**config.mk**
```make
export PLATFORM = sky130hd
export DESIGN_NAME = blk_xfer_seq
export DESIGN_NICKNAME = d
export VERILOG_FILES = /design/src/rtl/blk_xfer_pkg.sv /design/src/rtl/blk_addr_plan.sv /design/src/rtl/blk_low_sel.sv /design/src/rtl/blk_xfer_seq.sv
export SDC_FILE = /design/constraint.sdc
export NUM_CORES = 1
export LEC_CHECK = 0
export ABC_AREA = 1
export CAP_MARGIN = 15
export CORE_ASPECT_RATIO = 1.5
export CORE_UTILIZATION = 50
export CTS_BUF_LIST = sky130_fd_sc_hd__clkbuf_8
export CTS_CLUSTER_SIZE = 16
export DETAILED_ROUTE_END_ITERATION = 8
export DONT_BUFFER_PORTS = 1
export PLACE_DENSITY_LB_ADDON = 0.1
export SLEW_MARGIN = 15
export SYNTH_ARGS = -nofsm -noshare
export SYNTH_HDL_FRONTEND = slang
export SYNTH_SLANG_ARGS = --single-unit
```
**constraint.sdc**
```tcl
create_clock -name clk -period 8.5 [get_ports clk]
set_input_delay 1.7 -clock clk [delete_from_list [all_inputs] [get_ports clk]]
set_output_delay 1.7 -clock clk [all_outputs]
set_load 0.02 [all_outputs]
```
**src/rtl/blk_xfer_pkg.sv**
```systemverilog
package blk_xfer_pkg;

    localparam int ADDR_W     = 32;
    localparam int DATA_W     = 32;
    localparam int NREG       = 16;
    localparam int WORD_BYTES = 4;

    // Plain walk modes after alias resolution
    typedef enum logic [1:0] {
        BM_INC_AFTER  = 2'd0,
        BM_INC_BEFORE = 2'd1,
        BM_DEC_AFTER  = 2'd2,
        BM_DEC_BEFORE = 2'd3
    } blk_mode_e;

    // Encoding of mode_i at the ports
    typedef enum logic [2:0] {
        AM_IA = 3'd0,
        AM_IB = 3'd1,
        AM_DA = 3'd2,
        AM_DB = 3'd3,
        AM_FD = 3'd4,
        AM_FA = 3'd5,
        AM_ED = 3'd6,
        AM_EA = 3'd7
    } addr_mode_e;

    typedef enum logic [1:0] {
        ST_IDLE = 2'd0,
        ST_XFER = 2'd1,
        ST_FIN  = 2'd2
    } seq_state_e;

    typedef struct packed {
        logic [ADDR_W-1:0] first_addr;
        logic [ADDR_W-1:0] final_base;
    } addr_plan_t;

    // Map a port mode code plus direction to a plain walk mode
    function automatic blk_mode_e resolve_mode(input logic [2:0] code, input logic is_store);
        blk_mode_e m;
        case (addr_mode_e'(code))
            AM_IA:   m = BM_INC_AFTER;
            AM_IB:   m = BM_INC_BEFORE;
            AM_DA:   m = BM_DEC_AFTER;
            AM_DB:   m = BM_DEC_BEFORE;
            AM_FD:   m = is_store ? BM_DEC_BEFORE : BM_INC_AFTER;
            AM_FA:   m = is_store ? BM_INC_BEFORE : BM_DEC_AFTER;
            AM_ED:   m = is_store ? BM_DEC_AFTER  : BM_INC_BEFORE;
            default: m = is_store ? BM_INC_AFTER  : BM_DEC_BEFORE;
        endcase
        return m;
    endfunction

endpackage

```
**src/rtl/blk_addr_plan.sv**
```systemverilog
module blk_addr_plan
    import blk_xfer_pkg::*;
#(
    parameter int AW   = ADDR_W,
    parameter int NR   = NREG,
    parameter int STEP = WORD_BYTES
) (
    input  logic [AW-1:0] base,
    input  logic [NR-1:0] mask,
    input  blk_mode_e     mode,
    output logic [AW-1:0] first_addr,
    output logic [AW-1:0] final_base
);
    localparam int CNT_W = $clog2(NR + 1);

    logic [CNT_W-1:0] cnt;
    logic [AW-1:0]    span;

    always_comb begin
        cnt = '0;
        for (int i = 0; i < NR; i++) begin
            cnt = cnt + CNT_W'(mask[i]);
        end
    end

    assign span = AW'(cnt) * AW'(STEP);

    always_comb begin
        case (mode)
            BM_INC_AFTER: begin
                first_addr = base;
                final_base = base + span;
            end
            BM_INC_BEFORE: begin
                first_addr = base + AW'(STEP);
                final_base = base + span;
            end
            BM_DEC_AFTER: begin
                first_addr = base - span + AW'(STEP);
                final_base = base - span;
            end
            default: begin
                first_addr = base - span;
                final_base = base - span;
            end
        endcase
    end
endmodule

```
**src/rtl/blk_low_sel.sv**
```systemverilog
module blk_low_sel #(
    parameter int NR    = 16,
    parameter int IDX_W = $clog2(NR)
) (
    input  logic [NR-1:0]    pend,
    output logic [IDX_W-1:0] idx,
    output logic             last
);
    always_comb begin
        idx = '0;
        for (int i = NR - 1; i >= 0; i--) begin
            if (pend[i]) idx = IDX_W'(i);
        end
    end

    assign last = ((pend & (pend - NR'(1))) == '0);
endmodule

```
**src/rtl/blk_xfer_seq.sv**
```systemverilog
module blk_xfer_seq
    import blk_xfer_pkg::*;
#(
    parameter int AW   = ADDR_W,
    parameter int DW   = DATA_W,
    parameter int NR   = NREG,
    parameter int STEP = WORD_BYTES,
    localparam int IDX_W = $clog2(NR)
) (
    input  logic             clk,
    input  logic             rst,
    input  logic             start_i,
    input  logic             dir_i,
    input  logic [2:0]       mode_i,
    input  logic [AW-1:0]    base_i,
    input  logic [NR-1:0]    mask_i,
    input  logic             wb_i,
    output logic             busy_o,
    output logic             done_o,
    output logic             base_we_o,
    output logic [AW-1:0]    base_o,
    output logic             mem_req_o,
    output logic             mem_we_o,
    output logic [AW-1:0]    mem_addr_o,
    output logic [DW-1:0]    mem_wdata_o,
    input  logic [DW-1:0]    mem_rdata_i,
    input  logic             mem_rdy_i,
    output logic [IDX_W-1:0] rf_rd_idx_o,
    input  logic [DW-1:0]    rf_rd_data_i,
    output logic             rf_we_o,
    output logic [IDX_W-1:0] rf_wr_idx_o,
    output logic [DW-1:0]    rf_wr_data_o
);
    seq_state_e        state_q;
    logic [NR-1:0]     pend_q;
    logic [AW-1:0]     addr_q;
    logic [AW-1:0]     final_q;
    logic              store_q;
    logic              wb_q;

    blk_mode_e         walk_mode;
    logic [AW-1:0]     plan_first;
    logic [AW-1:0]     plan_final;
    logic [IDX_W-1:0]  cur_idx;
    logic              cur_last;
    logic              beat;

    assign walk_mode = resolve_mode(mode_i, dir_i);

    blk_addr_plan #(.AW(AW), .NR(NR), .STEP(STEP)) i_plan (
        .base       (base_i),
        .mask       (mask_i),
        .mode       (walk_mode),
        .first_addr (plan_first),
        .final_base (plan_final)
    );

    blk_low_sel #(.NR(NR), .IDX_W(IDX_W)) i_sel (
        .pend (pend_q),
        .idx  (cur_idx),
        .last (cur_last)
    );

    assign beat = (state_q == ST_XFER) && mem_rdy_i;

    always_ff @(posedge clk) begin
        if (rst) begin
            state_q <= ST_IDLE;
            pend_q  <= '0;
            addr_q  <= '0;
            final_q <= '0;
            store_q <= 1'b0;
            wb_q    <= 1'b0;
        end else begin
            case (state_q)
                ST_IDLE: begin
                    if (start_i) begin
                        pend_q  <= mask_i;
                        addr_q  <= plan_first;
                        final_q <= plan_final;
                        store_q <= dir_i;
                        wb_q    <= wb_i;
                        state_q <= (mask_i == '0) ? ST_FIN : ST_XFER;
                    end
                end
                ST_XFER: begin
                    if (beat) begin
                        pend_q <= pend_q & (pend_q - NR'(1));
                        addr_q <= addr_q + AW'(STEP);
                        if (cur_last) state_q <= ST_FIN;
                    end
                end
                default: state_q <= ST_IDLE;
            endcase
        end
    end

    assign busy_o       = (state_q != ST_IDLE);
    assign done_o       = (state_q == ST_FIN);
    assign base_we_o    = done_o && wb_q;
    assign base_o       = final_q;

    assign mem_req_o    = (state_q == ST_XFER);
    assign mem_we_o     = mem_req_o && store_q;
    assign mem_addr_o   = addr_q;
    assign mem_wdata_o  = rf_rd_data_i;
    assign rf_rd_idx_o  = cur_idx;

    assign rf_we_o      = beat && !store_q;
    assign rf_wr_idx_o  = cur_idx;
    assign rf_wr_data_o = mem_rdata_i;
endmodule

```
==> results of run 1 <==
==> through the flow <==
stage                     cell area [um^2]  power, uW  utilization (%)  hold slack (ns)  worst slack, ns
after floorplan                       9680       1530                -            0.422             1.32
after global placement                9230       1730             48.3            0.432            0.663
after detailed placement              9230       1740             48.3            0.446            0.628
after CTS                             9420       2060             49.4            0.459             1.03
after global routing                  9420       2240             49.4            0.488            0.593
final                                 9420       2070             49.4            0.454            0.965
==> power groups by stage <==
| stage | Clock, uW | Sequential (uW) | Combinational, uW |
|---|---|---|---|
| final | 318 | 602 | 1150 |
| after global routing | 342 | 612 | 1290 |
| after floorplan | 0 | 580 | 952 |
| after CTS | 324 | 601 | 1130 |
| after detailed placement | 0 | 610 | 1130 |
| after global placement | 0 | 609 | 1120 |
==> cell type report <==
class,count,share of cell area (%)
Clock buffer,9,1.31
Clock inverter,7,0.783
Inverter,204,8.15
Multi-Input combinational cell,1228,67.5
Sequential cell,84,17.8
Tap cell,256,3.40
Timing Repair Buffer,12,0.956
==> worst paths after layout <==
check	slack [ns]	end	depth (start not counted)	start
max	0.97	mem_addr_o[26]	30	mask_i[0]
min	0.45	state_q[1]	1	state_q[1]
max reg2reg	5.62	mem_addr_o[27]	12	mem_addr_o[2]
min reg2reg	0.45	state_q[1]	1	state_q[1]
==> state kept, by name (all words and copies together) (netlist names) <==
register and cells:
base_o 32, pend_q 16, store_q 1, wb_q 1
mem_addr_o 32, state_q 2
==> kinds of logic (layout without fill, tap and decap cells) <==
group | Yosys count | after routing
AO/OA/AOI/OAI | 328 | 328
AND/OR/NAND/NOR | 839 | 839
buffers and inverters | 349 | 232
adder cells (fa/ha/maj) | 36 | 36
flip-flops | 84 | 84
XOR/XNOR | 25 | 25
==> worst register-to-register path, stage by stage, from the launching register on <==
cell     delay [ns]
dfxtp_1        0.55
nand3_2        0.19
nor2_1         0.36
inv_1          0.10
nor2_2         0.16
nand3_1        0.16
nor4_2         0.33
nand3_1        0.21
nor3_2         0.26
a21oi_1        0.11
nor2_1         0.12
nor2_1         0.04
a21oi_1        0.20
==> placed cells by master (no fill, tap or decap), types with 2 or more instances in the layout <==
master | netlist | final
nor3b_1 | 2 | 2
o21a_1 | 5 | 5
o21ai_0 | 114 | 114
o221ai_1 | 8 | 8
a31oi_1 | 26 | 26
nand4_1 | 37 | 37
clkinv_1 | 2 | 2
nor3_1 | 22 | 22
dfxtp_1 | 84 | 84
nand3_2 | 5 | 5
clkinv_2 | 0 | 3
xnor2_1 | 7 | 7
o211ai_1 | 29 | 29
clkbuf_8 | 0 | 9
or2_2 | 2 | 2
and2_1 | 5 | 5
nor2_1 | 171 | 171
nor2_2 | 17 | 17
inv_1 | 194 | 194
ha_1 | 24 | 24
inv_6 | 0 | 2
inv_2 | 7 | 7
nor2_4 | 12 | 12
buf_4 | 72 | 12
a21oi_2 | 6 | 6
nor3_2 | 2 | 2
a21oi_1 | 125 | 125
fa_1 | 12 | 12
nand2_1 | 403 | 402
nor4_1 | 12 | 12
nand3b_1 | 5 | 5
o21ai_2 | 3 | 3
xor2_1 | 18 | 18
o21ai_1 | 3 | 3
nand2_2 | 16 | 17
nand3_1 | 124 | 124
==> cells in the mapped netlist, drive strengths merged, types with 18 or more instances <==
master and number:
xor2 18, dfxtp 84, o21ai 120, ha 24, nand4 37, nand3 130
inv 202, a31oi 26, nor2 200, clkbuf 55, nor3 24, nand2 420
a21oi 131, buf 90, o211ai 29
==> routing by layer <==
layer  vias to the layer above  track usage (%)
li1                       5138                -
met1                      4749             42.2
met2                       516             59.4
met3                       105             6.55
met4                         0             21.2
met5                         -                0
==> implementation parameters, run 1 <==
Parameter                              Value

Die
  DIE AREA    ~20000 um^2
  Die Width    roughly 120 um
  FP Rows    62
  Initial standard-cell utilization of the core    between 50% and 60%
  Count of pins on the block boundary    roughly 260
  Y dimension of the die    approximately 170 um
  Placeable core region    between 15000 and 20000 um^2

Worst setup path
  Cell repeated most along the worst path    nand2_1
  Worst-path maximum fanout    15
  Crit-path leading delay family    adder cells
  Worst endpoint required time    8.82 ns
  Slowest cell on crit path    fa_1
  Worst path bufs/invs    3
  CP startpoint kind    primary input
  Arrival time worst endpoint    7.86 ns
  Kind of critical path    in2reg
  Sort of element at the end of the critical path    register
  Peak per-stage delay on the critical path    0.54 ns

Yosys
  Parity-gate share of the synthesized area counting xor and xnor cells    roughly 2.3%
  Instance count of the mapped netlist    roughly 1700
  Seq/Total Area, Yosys    between 10% and 20%
  Cell area after synthesis    slightly below 10000 um^2
  Main combinational cell family by area after synthesis    simple AND/OR/NAND/NOR gates
  Cell type with the largest total area after synthesis    dfxtp_1
  Number of warnings printed during yosys synthesis    0
  Post-synth EDFFs    0
  Net count of the mapped netlist    ~1800
  Share of synthesized area spent on multiplexers    0%
  Synthesized-area fraction occupied by and/or/nand/nor cells    approximately two fifths
  Most instantiated flip-flop cell in the synthesis netlist    dfxtp_1
  Number of register bits inferred by synthesis    84
  Number of distinct library cell variants in the gate-level netlist after synthesis    about 50
  Biggest area contributors in the synthesized netlist    dfxtp_1 (17%), nand2_1 (16%), inv_1 (7.5%)
  Average size of a mapped cell    5.83 um^2
  Share of Yosys cell area claimed by the top area cell type    17.4%
  Synth Area in Compound Gates    19.1%
  Post-synthesis adder-cell area fraction    under 10%
  Share of synthesized registers carrying an async set or reset    0%

Place
  Detailed Place HPWL    about 27000 um
  Routability Congestion    approximately 1
  Number of buffer cells added on primary ports    0
  # placed instances    1784

Clock network
  Cts-stage hold buffer count    0
  CTS H-Tree Depth    3
  Reg clk slew, reported paths    ~0.09 ns
  Post-cts resize count    0
  Clock root cell    clkbuf_8
  Buffer depth of the longest clock path    2
  Number of clock buffers inserted by TritonCTS    9
  Total clock sinks    84
  Setup repair bufs after CTS    0
  TritonCTS clock tree    done
  Clk_lat worst skew    0.41 ns

Global route
  Wire length of the first global-routing pass    between 50000 and 60000 um
  Pin count of the biggest net entering global routing    between 60 and 70
  Residual overflow from global routing    0
  Global-route usage over all layers    around 36%
  Via count of the first global-routing pass    9611
  Initial antenna violation count    0

Power and ir drop
  Total power per unit cell area    220 nW/um^2
  Sequential Power Share    29.0%
  Relative contribution of combinational cells to total power    between 50 and 60%
  Peak VDD IR    0.000122 V
  Switching portion of total power    a little over half
  Internal power    between 900 and 1000 uW
  Clock network fraction of design power    between 10% and 20%
  Leak pwr    0.00424 uW
  Switching pwr    approximately 1100 uW

STA
  Number of failing hold endpoints at the final stage    0
  Final total negative setup slack    0 ns
  Time the final worst path needs with I/O delays and setup    about 7.5 ns
  Worst Clk Skew    around 0.022 ns
  Headroom to the max-slew limit    around a third
  Slew at the pin closest to its max-slew limit    roughly 0.97 ns
  Final Cycle Share    about nine tenths
  Maximum frequency from static timing analysis    about 130 MHz
  Final count of pins violating max slew    0
  Final number of setup-violating endpoints    0
  Unrepaired setup endpoints after global routing    no

Layout
  Antenna diodes    0
  Multi-input gate area    between 6000 and 7000 um^2
  NumNets Final    1696
  Area Overhead vs Synth    -2.70%
  FILL cells    about 2200
  Fraction of final layout cells with drive strength greater than 1    about 6.8%
  Non-Filler Instances    between 1500 and 2000
  Area occupied by registers    around 1700 um^2

Drt
  Detailed Routing Iterations Pass 1    8
  Met1 layer wirelength in the final routing    13800 um
  Mean routed wirelength per cell    slightly below 20 um
  Residual antenna-violating net count after detailed routing    0
  Wire length on met3    3040 um
  Number of vias in the routed layout    between 10000 and 15000
  Number of DRC violations after detailed-routing iteration 0    approximately 940
  Final wirelength    ~35000 um
  Vias per std cell    5.84
  Number of remaining DRC errors    1
  Met2 WL    between 15000 and 20000 um
  Highest signal layer in the routed design    met4

Worst hold path
  Classification of the worst-slack hold path    reg2reg

Job
  Number of maximum-capacitance violations    0

Outcome
  Run status    complete, but fails checks
  Violated checks    design-rule violations
Note: power is estimated with default switching activity, not from simulation.
==> run 2: changes to the inputs <==
--- a/config.mk
+++ b/config.mk
@@ -13,8 +13,9 @@
 export CTS_CLUSTER_SIZE = 16
 export DETAILED_ROUTE_END_ITERATION = 8
 export DONT_BUFFER_PORTS = 1
-export PLACE_DENSITY_LB_ADDON = 0.1
+export MAX_ROUTING_LAYER = met4
 export SLEW_MARGIN = 15
 export SYNTH_ARGS = -nofsm -noshare
 export SYNTH_HDL_FRONTEND = slang
 export SYNTH_SLANG_ARGS = --single-unit
+export TNS_END_PERCENT = 50
==> implementation parameters, run 2 <==
Parameter                              Value

Outcome
  Run status    aborted with a tool error (was complete, but fails checks)
  Exit stage    detailed routing (5_2_route)
  Tool Error    [ERROR DRT-0255] Maze Route cannot find path of net mem_rdata_i[7] in worker of routeBox ( 96600 0 ) ( 115630 48300 ).

Yosys
  Biggest area contributors in the synthesized netlist    dfxtp_1 (17%), nand2_1 (16%), inv_1 (7.5%) (unchanged)
  Cell type with the largest total area after synthesis    dfxtp_1 (unchanged)
  Commonest cells post-synth    nand2_1 (403), inv_1 (194), nor2_1 (171), a21oi_1 (125), nand3_1 (124) (unchanged)
  Number of distinct library cell variants in the gate-level netlist after synthesis    51 (unchanged)
  Share of synthesized registers carrying an async set or reset    0% (unchanged)
  Average size of a mapped cell    5.83 um^2 (unchanged)
  Instance count of the mapped netlist    1661 (unchanged)
  Cell area after synthesis    9680 um^2 (unchanged)
  Number of warnings printed during yosys synthesis    0 (unchanged)
  Seq/Total Area, Yosys    17.4% (unchanged)
  Share of Yosys cell area claimed by the top area cell type    17.4% (unchanged)
  Post-synth EDFFs    0 (unchanged)
  Number of register bits inferred by synthesis    84 (unchanged)
  Most frequent cell after synthesis    nand2_1 (unchanged)
  Most instantiated flip-flop cell in the synthesis netlist    dfxtp_1 (unchanged)
  Net count of the mapped netlist    1818 (unchanged)

Global route
  Global-route usage over all layers    37.2% (was 35.6%)
  Via count of the first global-routing pass    9549 (was 9611)
  Wire length of the first global-routing pass    54000 um (was 53100 um)
  Residual overflow from global routing    0 (unchanged)
  Pin count of the biggest net entering global routing    68 (unchanged)
  Initial antenna violation count    0 (unchanged)

Die
  FP Rows    62 (unchanged)
  Die Width    116 um (unchanged)
  Initial standard-cell utilization of the core    50.7% (unchanged)
  Y dimension of the die    172 um (unchanged)
  Count of pins on the block boundary    263 (unchanged)

Place
  Pre-CTS setup slack    0.635 ns (was 0.628 ns)
  Routability Congestion    1.06 (was 0.999)
  Detailed Place HPWL    27500 um (was 27000 um)
  Number of buffer cells added on primary ports    0 (unchanged)

Clock network
  Total clock sinks    84 (unchanged)
  Number of clock buffers inserted by TritonCTS    9 (unchanged)
  CTS H-Tree Depth    3 (unchanged)
  Clock root cell    clkbuf_8 (unchanged)
  Cts-stage hold buffer count    0 (unchanged)
  Setup repair bufs after CTS    0 (unchanged)
  Post-cts resize count    0 (unchanged)
  Buffer depth of the longest clock path    2 (unchanged)
[run 2: cell counts after synthesis]
Identical to the previous run, type by type.
[run 2: layer usage]
layer	global-route usage, %
met5	-
met4	15.8
met3	8.10
met2	59.8
met1	44.5
[run 2: cell families after synthesis]
kind of cell	synth area share (%)
buffers and inverters	16.9
flip-flops	17.4
AND/OR/NAND/NOR	38.7
AO/OA/AOI/OAI	19.1
adder cells (fa/ha/maj)	5.58
XOR/XNOR	2.26
[run 2: stage by stage]
stage                     std cells  hold WS (ns)  area (um^2)
after global placement         1784         0.435         9230
after global routing           1800         0.470         9450
after floorplan                1661         0.422         9680
after detailed placement       1784         0.437         9230
after CTS                      1800         0.452         9450
==> run 3: changes to the inputs <==
--- a/config.mk
+++ b/config.mk
@@ -7,13 +7,10 @@
 export LEC_CHECK = 0
 export ABC_AREA = 1
 export CAP_MARGIN = 15
-export CORE_ASPECT_RATIO = 1.5
-export CORE_UTILIZATION = 50
-export CTS_BUF_LIST = sky130_fd_sc_hd__clkbuf_8
-export CTS_CLUSTER_SIZE = 16
+export CORE_UTILIZATION = 35
 export DETAILED_ROUTE_END_ITERATION = 8
 export DONT_BUFFER_PORTS = 1
-export MAX_ROUTING_LAYER = met4
+export PLACE_DENSITY_LB_ADDON = 0.15
 export SLEW_MARGIN = 15
 export SYNTH_ARGS = -nofsm -noshare
 export SYNTH_HDL_FRONTEND = slang
==> implementation parameters, run 3 (synthesized netlist as in run 1, its figures left out) <==
Parameter                              Value

Outcome
  Run status    completed (was aborted with a tool error)

Worst setup path
  CP startpoint kind    primary input
  Crit-path leading delay family    adder cells
  Kind of critical path    in2reg
  Sort of element at the end of the critical path    register
  Worst-path maximum fanout    15
  Worst endpoint required time    8.79 ns
  Arrival time worst endpoint    7.74 ns
  Slowest cell on crit path    fa_1
  Peak per-stage delay on the critical path    around 0.53 ns
  Worst path bufs/invs    3
  Cell repeated most along the worst path    nand2_1

Power and ir drop
  Total power per unit cell area    about 230 nW/um^2
  Leak pwr    0.00427 uW
  Peak VDD IR    roughly 0.00014 V
  Post-layout total power    2190 uW

Clock network
  Post-cts resize count    0 (unchanged)
  TritonCTS clock tree    done
  Buffer depth of the longest clock path    2 (unchanged)
  Number of clock buffers inserted by TritonCTS    9 (unchanged)
  CTS H-Tree Depth    3 (unchanged)
  Clk_lat worst skew    0.36 ns
  Cts-stage hold buffer count    0 (unchanged)
  Total clock sinks    84 (unchanged)
  Reg clk slew, reported paths    around 0.08 ns
  Clock root cell    clkbuf_16 (was clkbuf_8)
  Setup repair bufs after CTS    0 (unchanged)

Die
  Placeable core region    around 27000 um^2
  Count of pins on the block boundary    263 (unchanged)
  Initial standard-cell utilization of the core    35.8% (was 50.7%)
  FP Rows    60 (was 62)
  Y dimension of the die    168 um (was 172 um)
  DIE AREA    about 28000 um^2
  Die Width    168 um (was 116 um)

STA
  Time the final worst path needs with I/O delays and setup    7.45 ns
  Headroom to the max-slew limit    between 20% and 30%
  Final number of setup-violating endpoints    0
  Final total negative setup slack    0 ns
  Slew at the pin closest to its max-slew limit    approximately 1.1 ns
  Final Cycle Share    between 80 and 90%
  Unrepaired setup endpoints after global routing    no
  Worst Clk Skew    roughly 0.015 ns
  Maximum frequency from static timing analysis    about 130 MHz
  Worst Slack Setup Final    around 1.0 ns
  Final count of pins violating max slew    0
  Number of failing hold endpoints at the final stage    0

Layout
  NumNets Final    about 1700
  Antenna diodes    0
  Leading cell types in the layout, fill and taps excluded    nand2_1 (402), inv_1 (192), nor2_1 (171)
  Non-Filler Instances    roughly 1900
  Fraction of final layout cells with drive strength greater than 1    around 6.7%
  FILL cells    3078
  Most frequent standard cell in the layout excluding fill and tap cells    nand2_1
  Area Overhead vs Synth    -0.401%

Place
  Pre-CTS setup slack    0.723 ns (was 0.635 ns)
  Routability Congestion    0.911 (was 1.06)
  Number of buffer cells added on primary ports    0 (unchanged)
  # placed instances    1866 (was 1784)
  Detailed Place HPWL    26700 um (was 27500 um)

Global route
  Pin count of the biggest net entering global routing    68 (unchanged)
  Initial antenna violation count    0 (unchanged)
  Global-route usage over all layers    24.4% (was 37.2%)
  Residual overflow from global routing    0 (unchanged)
  Wire length of the first global-routing pass    54200 um (was 54000 um)
  Via count of the first global-routing pass    9617 (was 9549)

Drt
  Detailed Routing Iterations Pass 1    6
  Vias per std cell    5.47
  Residual antenna-violating net count after detailed routing    0
  Final wirelength    about 35000 um
  Number of remaining DRC errors    0
  Number of vias in the routed layout    just over 10000
  Mean routed wirelength per cell    approximately 18 um
  Number of DRC violations after detailed-routing iteration 0    approximately 880

Worst hold path
  Classification of the worst-slack hold path    reg2reg

Job
  Number of maximum-capacitance violations    0
[run 3: metal layers]
metal / up-vias / part of all wire [%] / track usage [%]
li1: 5129 / - / -
met5: - / 0 / 0
met1: 4811 / 43 / 29.6
met2: 302 / 49 / 43.2
met3: 58 / 6.4 / 5.12
met4: 0 / 2.1 / 6.92
[run 3: layout make-up]
cell class	instances	area [um^2]	share of cell area, %
timing repair buffer	9	67.6	0.700
inverter	204	768	7.96
sequential	84	1680	17.4
clock inverter	7	105	1.09
clock buffer	9	225	2.33
multi-input combinational	1228	6370	66.1
tap	341	427	4.42
[run 3: worst paths after layout]
| check | start | slack (ns) | to | cells after the start |
|---|---|---|---|---|
| max reg2reg | state_q[1] | 5.29 | mem_addr_o[26] | 10 |
| min reg2reg | state_q[1] | 0.46 | state_q[1] | 1 |
| min | state_q[1] | 0.46 | state_q[1] | 1 |
| max | mask_i[0] | 1.05 | mem_addr_o[27] | 29 |
[run 3: power breakdown]
group          total (uW)  internal, uW  switching [uW]
registers             599           459             140
logic                1130           355             774
clock network         460           263             197
[run 3: through the flow]
stage               util [%]  cell area (um^2)  hold slack (ns)
global route            35.7              9650            0.493
global placement        34.5              9320            0.440
finish                  35.7              9650            0.461
floorplan                  -              9680            0.422
detailed placement      34.5              9320            0.444
CTS                     35.7              9650            0.457
==> run 4: changes to the inputs <==
--- a/config.mk
+++ b/config.mk
@@ -11,8 +11,9 @@
 export DETAILED_ROUTE_END_ITERATION = 8
 export DONT_BUFFER_PORTS = 1
 export PLACE_DENSITY_LB_ADDON = 0.15
+export REMOVE_ABC_BUFFERS = 1
 export SLEW_MARGIN = 15
 export SYNTH_ARGS = -nofsm -noshare
 export SYNTH_HDL_FRONTEND = slang
 export SYNTH_SLANG_ARGS = --single-unit
-export TNS_END_PERCENT = 50
+export TNS_END_PERCENT = 20
==> implementation parameters, run 4 (synthesized netlist as in run 1, its figures left out) <==
Parameter                              Value

Outcome
  Run status    completed (unchanged)

Place
  Detailed Place HPWL    31900 um (was 26700 um)
  Number of buffer cells added on primary ports    0 (unchanged)
  Routability Congestion    0.907 (was 0.911)

Worst hold path
  Hold path start    state_q[1] (unchanged)
  Classification of the worst-slack hold path    reg2reg (unchanged)
  Number of stages on the worst hold path    1 (unchanged)
  End point of the worst hold path    state_q[1] (unchanged)

Worst setup path
  Arrival time worst endpoint    7.74 ns (about the same)
  FF-to-FF path depth    12 (was 10)
  Worst endpoint required time    8.74 ns (was 8.79 ns)
  CP startpoint kind    primary input (unchanged)
  R2R setup slack    5.58 ns (was 5.29 ns)
  Worst-path maximum fanout    15 (unchanged)
  Sort of element at the end of the critical path    register (unchanged)
  Launch point of the critical path    mask_i[0] (unchanged)
  Kind of critical path    in2reg (unchanged)
  Critical R2R Capture    mem_addr_o[25] (was mem_addr_o[26])
  Crit Reg-Reg Startpoint    mem_addr_o[4] (was state_q[1])

Drt
  Mean routed wirelength per cell    22.3 um (was 18.5 um)
  Residual antenna-violating net count after detailed routing    0 (unchanged)
  Number of remaining DRC errors    0 (unchanged)
  Final wirelength    42000 um (was 34800 um)
  Number of DRC violations after detailed-routing iteration 0    916 (was 877)
  Vias per std cell    5.59 (was 5.47)
  Number of vias in the routed layout    10518 (was 10300)
  Detailed Routing Iterations Pass 1    6 (unchanged)

Die
  FP Rows    60 (unchanged)
  DIE AREA    28300 um^2 (unchanged)
  Placeable core region    27000 um^2 (unchanged)
  Die Width    168 um (unchanged)
  Y dimension of the die    168 um (unchanged)
  Initial standard-cell utilization of the core    35.8% (unchanged)
  Count of pins on the block boundary    263 (unchanged)

Power and ir drop
  Switching pwr    1130 uW (was 1110 uW)
  Sequential Power Share    27.8% (was 27.4%)
  Switching portion of total power    52.4% (was 50.8%)
  Internal power    1020 uW (was 1080 uW)
  Leak pwr    0.00426 uW (was 0.00427 uW)
  Peak VDD IR    0.0000995 V (was 0.000136 V)
  Relative contribution of combinational cells to total power    52.9% (was 51.6%)
  Clock network fraction of design power    19.3% (was 21.0%)
  Total power per unit cell area    223 nW/um^2 (was 227 nW/um^2)

STA
  Hold Worst Slack    0.461 ns (about the same)
  Time the final worst path needs with I/O delays and setup    7.50 ns (was 7.45 ns)
  Final count of pins violating max slew    0 (unchanged)
  Unrepaired setup endpoints after global routing    no (unchanged)
  Number of failing hold endpoints at the final stage    0 (unchanged)
  Headroom to the max-slew limit    25.9% (was 26.1%)
  Worst Clk Skew    0.00805 ns (was 0.0153 ns)
  Slew at the pin closest to its max-slew limit    1.11 ns (about the same)
  Final total negative setup slack    0 ns (unchanged)
  Final number of setup-violating endpoints    0 (unchanged)
  Final Cycle Share    88.2% (was 87.7%)
  Maximum frequency from static timing analysis    133 MHz (was 134 MHz)

Job
  Number of maximum-capacitance violations    0 (unchanged)

Layout
  NumNets Final    1694 (was 1693)
  Leading cell types in the layout, fill and taps excluded    nand2_1 (402), inv_1 (192), nor2_1 (171) (unchanged)
  Antenna diodes    0 (unchanged)
  FILL cells    3093 (was 3078)
  Most frequent standard cell in the layout excluding fill and tap cells    nand2_1 (unchanged)
  Fraction of final layout cells with drive strength greater than 1    6.94% (was 6.75%)
  Area Overhead vs Synth    -0.724% (was -0.401%)

Clock network
  Clk_lat worst skew    0.36 ns (about the same)
  Reg clk slew, reported paths    0.08 ns (about the same)
  Cts-stage hold buffer count    0 (unchanged)
  Number of clock buffers inserted by TritonCTS    9 (unchanged)
  Setup repair bufs after CTS    0 (unchanged)
  Buffer depth of the longest clock path    2 (unchanged)
  TritonCTS clock tree    done (unchanged)
  Post-cts resize count    0 (unchanged)
  CTS H-Tree Depth    3 (unchanged)
  Total clock sinks    84 (unchanged)
  Clock root cell    clkbuf_16 (unchanged)

Global route
  Wire length of the first global-routing pass    62300 um (was 54200 um)
  Via count of the first global-routing pass    9626 (was 9617)
  Initial antenna violation count    1 (was 0)
  Global-route usage over all layers    29.5% (was 24.4%)
  Pin count of the biggest net entering global routing    68 (unchanged)
  Residual overflow from global routing    0 (unchanged)
run 4: cell types whose count changed in the layout (fill, tap and decap cells not counted):
cell,change
buf_4,+1
bufinv_16,-2
clkinvlp_4,+1
clkinv_1,-2
inv_6,-1
inv_2,+2
inv_8,+2
run 4: final cells by class:
cell class                 instances  area (um^2)  area share, %
multi-input combinational       1228         6370           66.3
sequential                        84         1680           17.5
inverter                         204          768           7.99
tap                              341          427           4.44
clock buffer                       9          225           2.34
timing repair buffer              10         75.1          0.781
clock inverter                     7         66.3          0.690
run 4: metrics by stage:
step | total power (uW) | util, % | cells | area (um^2) | worst slack [ns]
finish | 2150 | 35.6 | 1883 | 9610 | 1.00
global route | 2320 | 35.6 | 1883 | 9610 | 0.574
CTS | 2170 | 35.6 | 1883 | 9610 | 1.01
detailed placement | 1750 | 34.5 | 1867 | 9320 | 0.653
global placement | 1740 | 34.5 | 1867 | 9320 | 0.693
floorplan | 1430 | - | 1516 | 8810 | 1.28
run 4: metal layers:
layer	track usage, %	vias up	part of all wire (%)	wire length, um
met1	35.5	4888	42	17700
li1	-	5138	-	-
met4	6.48	8	1.6	678
met2	46.4	437	43	18300
met3	14.3	47	12	4960
met5	7.13	-	0.99	416
run 4: how the worst max path moves through the flow:
stage / slack (ns) / end
2_1_floorplan: 1.28 / mem_addr_o[26]
3_3_place_gp: 0.69 / mem_addr_o[23]
3_5_place_dp: 0.65 / mem_addr_o[23]
4_1_cts: 1.01 / mem_addr_o[23]
5_1_grt: 0.57 / mem_addr_o[17]
6_report: 1.00 / mem_addr_o[19]
run 4: worst max-delay path: stages:
cell	delay, ns
inv_1	0.02
ha_1	0.30
inv_1	0.08
fa_1	0.43
fa_1	0.49
fa_1	0.53
fa_1	0.42
fa_1	0.44
fa_1	0.42
nor2_1	0.11
o21ai_0	0.12
inv_1	0.11
ha_1	0.28
nor2_1	0.17
nand3_2	0.33
nand3_1	0.32
nand2_1	0.08
nand2_1	0.12
nand2_1	0.06
nand2_1	0.19
nand2_1	0.12
nor2_4	0.19
nand3_4	0.13
nor2_1	0.15
nand3b_1	0.13
nand2_1	0.06
nand3_1	0.14
a21oi_1	0.09
run 4: power groups by stage:
stage | logic, uW | registers, uW | clock network [uW]
3_5_place_dp | 1140 | 608 | 0
6_report | 1140 | 597 | 415
2_1_floorplan | 848 | 580 | 0
4_1_cts | 1150 | 598 | 428
3_3_place_gp | 1130 | 607 | 0
5_1_grt | 1270 | 610 | 441
